`config.mk`:
```
export PLATFORM = sky130hd
export DESIGN_NAME = trng_host_ctrl
export DESIGN_NICKNAME = d
export VERILOG_FILES = /design/src/rtl/trng_host_pkg.sv /design/src/rtl/trng_cmd_decode.sv /design/src/rtl/trng_seq_fsm.sv /design/src/rtl/trng_word_latch.sv /design/src/rtl/trng_reg_read.sv /design/src/rtl/trng_host_ctrl.sv
export SDC_FILE = /design/constraint.sdc
export NUM_CORES = 1
export LEC_CHECK = 0
export ABC_AREA = 1
export BUFFER_PORTS_ARGS = -buffer_cell sky130_fd_sc_hd__buf_2
export CAP_MARGIN = 20
export CELL_PAD_IN_SITES_DETAIL_PLACEMENT = 1
export CELL_PAD_IN_SITES_GLOBAL_PLACEMENT = 1
export CORE_ASPECT_RATIO = 0.75
export CORE_MARGIN = 1
export CORE_UTILIZATION = 31
export DETAILED_ROUTE_END_ITERATION = 7
export GPL_TIMING_DRIVEN = 0
export PLACE_DENSITY = 0.76
export SYNTH_ARGS = -nofsm -noshare
export SYNTH_HDL_FRONTEND = slang
export SYNTH_SLANG_ARGS = --single-unit
```
`constraint.sdc`:
```
create_clock -name clk_i -period 2.2 [get_ports clk_i]
set_clock_uncertainty 0.2 [all_clocks]
set_input_delay 0.22 -clock clk_i [delete_from_list [all_inputs] [get_ports clk_i]]
set_output_delay 0.22 -clock clk_i [all_outputs]
set_load 0.03 [all_outputs]
```
`src/rtl/trng_host_pkg.sv`:
```
package trng_host_pkg;
  localparam int WORD_W = 32;

  localparam logic [WORD_W-1:0] CW_RESET   = 32'h0000_0001;
  localparam logic [WORD_W-1:0] CW_RELEASE = 32'h0000_0002;
  localparam logic [WORD_W-1:0] CW_ENABLE  = 32'h8000_0000;
  localparam logic [WORD_W-1:0] CW_ZEROIZE = 32'h8000_0004;
  localparam logic [WORD_W-1:0] CW_ACK_ZER = 32'h8000_0008;
  localparam logic [WORD_W-1:0] CW_RD_ACK  = 32'h8000_000F;

  localparam logic [7:0] SC_NONE     = 8'h00;
  localparam logic [7:0] SC_RST_ACK  = 8'hAC;
  localparam logic [7:0] SC_TEST_OK  = 8'h57;
  localparam logic [7:0] SC_TEST_BAD = 8'hFA;
  localparam logic [7:0] SC_WORD_RDY = 8'hED;

  typedef enum logic [2:0] {
    CMD_NONE, CMD_RST, CMD_REL, CMD_EN, CMD_ZER, CMD_ACKZ, CMD_RDACK
  } cmd_e;

  typedef enum logic [3:0] {
    ST_POR, ST_CLEAR, ST_RST_ACK, ST_RELEASED, ST_ENABLED, ST_TESTING,
    ST_PASS, ST_FAIL, ST_ARMED, ST_READY, ST_ACKED
  } state_e;

  function automatic logic [7:0] status_code(state_e s);
    case (s)
      ST_RST_ACK: return SC_RST_ACK;
      ST_PASS:    return SC_TEST_OK;
      ST_FAIL:    return SC_TEST_BAD;
      ST_READY:   return SC_WORD_RDY;
      default:    return SC_NONE;
    endcase
  endfunction
endpackage

```
`src/rtl/trng_cmd_decode.sv`:
```
module trng_cmd_decode
  import trng_host_pkg::*;
#(
  parameter int ADDR_W   = 4,
  parameter int CTRL_OFS = 0
) (
  input  logic              wr_en_i,
  input  logic [ADDR_W-1:0] wr_addr_i,
  input  logic [WORD_W-1:0] wr_data_i,
  output cmd_e              cmd_o
);
  always_comb begin
    cmd_o = CMD_NONE;
    if (wr_en_i && wr_addr_i == ADDR_W'(CTRL_OFS)) begin
      case (wr_data_i)
        CW_RESET:   cmd_o = CMD_RST;
        CW_RELEASE: cmd_o = CMD_REL;
        CW_ENABLE:  cmd_o = CMD_EN;
        CW_ZEROIZE: cmd_o = CMD_ZER;
        CW_ACK_ZER: cmd_o = CMD_ACKZ;
        CW_RD_ACK:  cmd_o = CMD_RDACK;
        default:    cmd_o = CMD_NONE;
      endcase
    end
  end
endmodule

```
`src/rtl/trng_seq_fsm.sv`:
```
module trng_seq_fsm
  import trng_host_pkg::*;
#(
  parameter int CLR_CYCLES   = 8,
  parameter int TEST_TIMEOUT = 256
) (
  input  logic   clk_i,
  input  logic   rst_ni,
  input  cmd_e   cmd_i,
  input  logic   test_done_i,
  input  logic   test_pass_i,
  input  logic   ent_valid_i,
  output state_e state_o,
  output logic   test_start_o,
  output logic   ent_req_o,
  output logic   load_o,
  output logic   clear_o
);
  localparam int CNT_MAX = (CLR_CYCLES > TEST_TIMEOUT) ? CLR_CYCLES : TEST_TIMEOUT;
  localparam int CNT_W   = $clog2(CNT_MAX + 1);
  localparam logic [CNT_W-1:0] CLR_LAST = CNT_W'(CLR_CYCLES - 1);
  localparam logic [CNT_W-1:0] TO_LAST  = CNT_W'(TEST_TIMEOUT - 1);

  state_e           state_q, state_d;
  logic [CNT_W-1:0] cnt_q, cnt_d;
  logic             start_q, start_d;

  always_comb begin
    state_d = state_q;
    cnt_d   = cnt_q;
    start_d = 1'b0;
    if (cmd_i == CMD_RST) begin
      state_d = ST_CLEAR;
      cnt_d   = '0;
    end else begin
      case (state_q)
        ST_CLEAR: begin
          if (cnt_q == CLR_LAST) state_d = ST_RST_ACK;
          else cnt_d = cnt_q + 1'b1;
        end
        ST_RST_ACK:  if (cmd_i == CMD_REL) state_d = ST_RELEASED;
        ST_RELEASED: if (cmd_i == CMD_EN) state_d = ST_ENABLED;
        ST_ENABLED: begin
          if (cmd_i == CMD_ZER) begin
            state_d = ST_TESTING;
            cnt_d   = '0;
            start_d = 1'b1;
          end
        end
        ST_TESTING: begin
          if (test_done_i) state_d = test_pass_i ? ST_PASS : ST_FAIL;
          else if (cnt_q == TO_LAST) state_d = ST_FAIL;
          else cnt_d = cnt_q + 1'b1;
        end
        ST_PASS:  if (cmd_i == CMD_ACKZ) state_d = ST_ARMED;
        ST_ARMED: if (ent_valid_i) state_d = ST_READY;
        ST_READY: if (cmd_i == CMD_RDACK) state_d = ST_ACKED;
        ST_ACKED: if (cmd_i == CMD_EN) state_d = ST_ARMED;
        default:  state_d = state_q;  // POR and FAIL wait for reset
      endcase
    end
  end

  always_ff @(posedge clk_i or negedge rst_ni) begin
    if (!rst_ni) begin
      state_q <= ST_POR;
      cnt_q   <= '0;
      start_q <= 1'b0;
    end else begin
      state_q <= state_d;
      cnt_q   <= cnt_d;
      start_q <= start_d;
    end
  end

  assign state_o      = state_q;
  assign test_start_o = start_q;
  assign ent_req_o    = (state_q == ST_ARMED);
  assign load_o       = (state_q == ST_ARMED) && ent_valid_i && (cmd_i != CMD_RST);
  assign clear_o      = (cmd_i == CMD_RST) || ((state_q == ST_READY) && (cmd_i == CMD_RDACK));
endmodule

```
`src/rtl/trng_word_latch.sv`:
```
module trng_word_latch
  import trng_host_pkg::*;
(
  input  logic              clk_i,
  input  logic              rst_ni,
  input  logic              clear_i,
  input  logic              load_i,
  input  logic [WORD_W-1:0] word_i,
  output logic [WORD_W-1:0] word_o
);
  always_ff @(posedge clk_i or negedge rst_ni) begin
    if (!rst_ni)      word_o <= '0;
    else if (clear_i) word_o <= '0;  // zeroize wins over load
    else if (load_i)  word_o <= word_i;
  end
endmodule

```
`src/rtl/trng_reg_read.sv`:
```
module trng_reg_read
  import trng_host_pkg::*;
#(
  parameter int ADDR_W     = 4,
  parameter int RAND_OFS   = 0,
  parameter int STATUS_OFS = 4
) (
  input  logic [ADDR_W-1:0] rd_addr_i,
  input  logic [7:0]        status_i,
  input  logic [WORD_W-1:0] word_i,
  output logic [WORD_W-1:0] rd_data_o
);
  always_comb begin
    if (rd_addr_i == ADDR_W'(RAND_OFS))        rd_data_o = word_i;
    else if (rd_addr_i == ADDR_W'(STATUS_OFS)) rd_data_o = {{(WORD_W-8){1'b0}}, status_i};
    else                                       rd_data_o = '0;
  end
endmodule

```
`src/rtl/trng_host_ctrl.sv`:
```
module trng_host_ctrl
  import trng_host_pkg::*;
#(
  parameter int ADDR_W       = 4,
  parameter int CTRL_OFS     = 0,
  parameter int STATUS_OFS   = 4,
  parameter int CLR_CYCLES   = 8,
  parameter int TEST_TIMEOUT = 256
) (
  input  logic              clk_i,
  input  logic              rst_ni,
  input  logic              wr_en_i,
  input  logic [ADDR_W-1:0] wr_addr_i,
  input  logic [31:0]       wr_data_i,
  input  logic [ADDR_W-1:0] rd_addr_i,
  output logic [31:0]       rd_data_o,
  output logic              test_start_o,
  input  logic              test_done_i,
  input  logic              test_pass_i,
  output logic              ent_req_o,
  input  logic              ent_valid_i,
  input  logic [31:0]       ent_word_i
);
  cmd_e              cmd;
  state_e            state;
  logic              load, clear;
  logic [WORD_W-1:0] word_q;
  logic [7:0]        status_code_w;

  trng_cmd_decode #(.ADDR_W(ADDR_W), .CTRL_OFS(CTRL_OFS)) u_dec (
    .wr_en_i, .wr_addr_i, .wr_data_i, .cmd_o(cmd)
  );

  trng_seq_fsm #(.CLR_CYCLES(CLR_CYCLES), .TEST_TIMEOUT(TEST_TIMEOUT)) u_fsm (
    .clk_i, .rst_ni, .cmd_i(cmd), .test_done_i, .test_pass_i, .ent_valid_i,
    .state_o(state), .test_start_o, .ent_req_o, .load_o(load), .clear_o(clear)
  );

  trng_word_latch u_word (
    .clk_i, .rst_ni, .clear_i(clear), .load_i(load), .word_i(ent_word_i), .word_o(word_q)
  );

  assign status_code_w = status_code(state);

  trng_reg_read #(.ADDR_W(ADDR_W), .RAND_OFS(CTRL_OFS), .STATUS_OFS(STATUS_OFS)) u_rd (
    .rd_addr_i, .status_i(status_code_w), .word_i(word_q), .rd_data_o
  );
endmodule

```
==> flow_summary_export.csv <==
group,metric,value,unit
worst_setup_path,worstSetupPathType,"reg -> reg",
yosys,yosys-top-cells-area,"dfrtp_1 (35%), nand2_1 (14%), inv_1 (9.1%)",
power_and_ir_drop,peakVddDrop,290,uV
yosys,syn_nets,566,
floorplanning,ios,112,
timing,tightest_slew,0.530,ns
hold_path,worstHoldPathCells,3,
yosys,synth_top_area_share,35.3,%
placement,portBuffers,110,
clocking,clock-sinks,46,
grt,overflow,0,
clocking,clk_pin_slew,0.07,ns
placement,dp_hpwl,7.78,mm
routing,wl,10.7,mm
power_and_ir_drop,p_leak,2.34,nW
routing,drt-vias-per-instance,4.74,
placement,dp_cells,732,
worst_setup_path,cp.arrival,2.28,ns
yosys,syn_area,3260,um2
worst_setup_path,start_kind,"flop",
worst_setup_path,rr_endpoint,"u_fsm.state_o[2]$_DFFE_PN0P_",
floorplanning,die_w,120,um
run,cap_violations,0,
timing,hold_viol_final,2,
run_status,status,"finished, violations left",
yosys,ys_seq_elements,46,
placement,gp_congestion,0.844,
routing,drc,1,
timing,setup_viol,12,
hold_path,hold_path_class,"in -> reg",
final_layout,antenna_cells,0,
yosys,syn_inst,486,
grt,grt_usage,20.1,%
grt,antenna_found_initial,0,
yosys,ys_types,40,
timing,post-route-min-period,2.30,ns
grt,grt_pass1_vias,3787,
routing,ant_nets,0,
yosys,yosys.area.top_type,"dfrtp_1",
timing,fin_ws,-0.0951,ns
worst_setup_path,rrSetupSlack,-0.1,ns
clocking,clockBufferDepth,2,
timing,whs,-0.00346,ns
yosys,syn_avg_cell_area,6.71,um2
routing,dr.pass1.iters,6,
routing,drt_iter0_markers,146,
timing,finalMaxSlewViolations,0,
worst_setup_path,rr_worst_depth,17,
timing,max_freq,0.436,GHz
worst_setup_path,cp-end-kind,"flop",
routing,dr_total_vias,3591,
placement,placed_area,3980,um2
power_and_ir_drop,powerDensity,424,nW/um2
final_layout,finalInstanceArea,4490,um2
run_status,violations,"DRC, hold timing, setup timing",
floorplanning,die_area,10900,um2
worst_setup_path,cp_max_fo,4,
floorplanning,die_y,90.9,um
floorplanning,floorplan.initialDensity,31.8,%
worst_setup_path,required,2.19,ns
floorplanning,design.core.area,10200,um2
clocking,numCtsBuffers,5,
grt,grt_pass1_wl,17.7,mm
clocking,cts_tree,"yes",
grt,grt_max_degree,47,
yosys,yosysSeqAreaShare,35.3,%
final_layout,nets,700,
yosys,synth_warnings,0,
clocking,root_buffer,"clkbuf_16",
final_layout,final_cell_mix,"nand2_1 (114), buf_2 (110), inv_1 (75)",
placement,pre_cts_ws,-0.234,ns
final_layout,n_fill_cell,1368,
clocking,cts_max_level,2,
final_layout,drive_above_1_share,36.2,%
clocking,worst_skew_pair.late_latency,0.29,ns
worst_setup_path,rr_startpoint,"u_fsm.cnt_q[0]$_DFFE_PN0P_",
hold_path,min_to,"u_word.word_o[12]$_DFFE_PN0P_",
final_layout,instances_no_fill,757,
final_layout,mostFrequentLayoutCell,"nand2_1",
timing,rsz0062_at_grt,"true",
final_layout,area_delta_synth_final,37.5,%
routing,routedWlPerCell,14.1,um
hold_path,worst_hold_startpoint,"ent_word_i[12]",
timing,fin_crit_sh,104,%
floorplanning,rows,32,
timing,slew_headroom,64.6,%
==> how the worst max path moves through the flow <==
stage	depth (start not counted)	slack [ns]	startpoint	endpoint
finish	17	-0.1	u_fsm.cnt_q[0]$_DFFE_PN0P_	u_fsm.state_o[2]$_DFFE_PN0P_
global route	17	-0.25	u_fsm.cnt_q[0]$_DFFE_PN0P_	u_fsm.state_o[2]$_DFFE_PN0P_
CTS	17	-0.08	u_fsm.cnt_q[0]$_DFFE_PN0P_	u_fsm.state_o[0]$_DFFE_PN0P_
detailed placement	14	-0.23	u_fsm.cnt_q[0]$_DFFE_PN0P_	u_fsm.cnt_q[3]$_DFFE_PN0P_
global placement	14	-0.14	u_fsm.cnt_q[0]$_DFFE_PN0P_	u_fsm.cnt_q[3]$_DFFE_PN0P_
floorplan	14	0.08	u_fsm.cnt_q[1]$_DFFE_PN0P_	u_fsm.cnt_q[3]$_DFFE_PN0P_
==> cell type report <==
type                       count  area (um2)  area share, %
buffer                        17         111           2.48
timing repair buffer         127         721           16.1
inverter                      87         332           7.39
multi-input combinational    336        1830           40.8
sequential                    46        1150           25.7
clock inverter                 3        43.8          0.976
clock buffer                   5         125           2.79
tap                          136         170           3.79
==> cells in the mapped netlist (all sizes together) <==
master  count
nand2     135
inv        85
nor2       73
nand3      55
dfrtp      46
a21oi      35
clkbuf     12
nand4       8
o21ai       7
nor3        6
buf         5
xor2        3
clkinv      2
ha          2
o21a        2
o22ai       2
o31ai       2
a31oi       1
nand3b      1
nor4        1
o211ai      1
o21bai      1
or2         1
==> state kept, by name (all words and copies together), names as in the netlist <==
| name | flops |
|---|---|
| u_fsm.test_start_o | 1 |
| u_fsm.cnt_q | 9 |
| u_fsm.state_o | 4 |
| u_word.word_o | 32 |
==> worst max-delay path, stage by stage, from the launching register on <==
cell     delay (ns)
dfrtp_1        0.38
ha_2           0.21
nand2_2        0.07
inv_2          0.08
nand2_4        0.06
nor2_4         0.10
nand2_2        0.07
nor2_2         0.10
ha_2           0.21
inv_2          0.04
nand3_2        0.07
nand3_2        0.06
nor2_2         0.10
nand3_2        0.13
inv_4          0.11
nand2_4        0.07
nand3_2        0.08
nand2_2        0.05
==> logic make-up after synthesis <==
group | share of synthesized area [%]
adders and majority gates | 0.767
AOI/OAI and AO/OA | 10.4
and+or+nand+nor | 39.6
xor gates and xnor gates | 0.805
buffers and inverters | 13.2
DFF | 35.3
==> where the power goes <==
part           internal, mW  switching [mW]  total, mW  leakage (nW)
clock network         0.539           0.359      0.898        0.0842
logic                0.0730          0.0862      0.159          1.61
registers             0.845     0.000000219      0.845         0.641
==> repair_timing <==
action / CTS / global route
gates cloned: 0 / 1
endpoints found under the setup margin: 40 / 52
hold endpoints to repair: 50 / 0
buffers inserted: 4 / 6
hold buffers: 5 / 0
resized for setup: 30 / 27
pin swaps: 11 / 7
==> stage by stage <==
stage	setup TNS [ns]	util [%]	power, mW	hold slack [ns]
floorplan	0	-	0.906	-0.276
global placement	-3.25	38.9	1.00	0.259
detailed placement	-6.75	38.9	1.01	0.273
CTS	-0.696	42.2	1.91	0.000918
global route	-2.83	43.8	1.95	0.0124
finish	-0.632	43.8	1.90	-0.00346
==> per-layer routing <==
metal	GRT usage (%)	part of all wire [%]
met5	0	0
met4	4.32	1.2
met3	3.16	3.3
met2	33.7	48
met1	27.0	47
No activity file was read; power rests on OpenSTA's default activity.
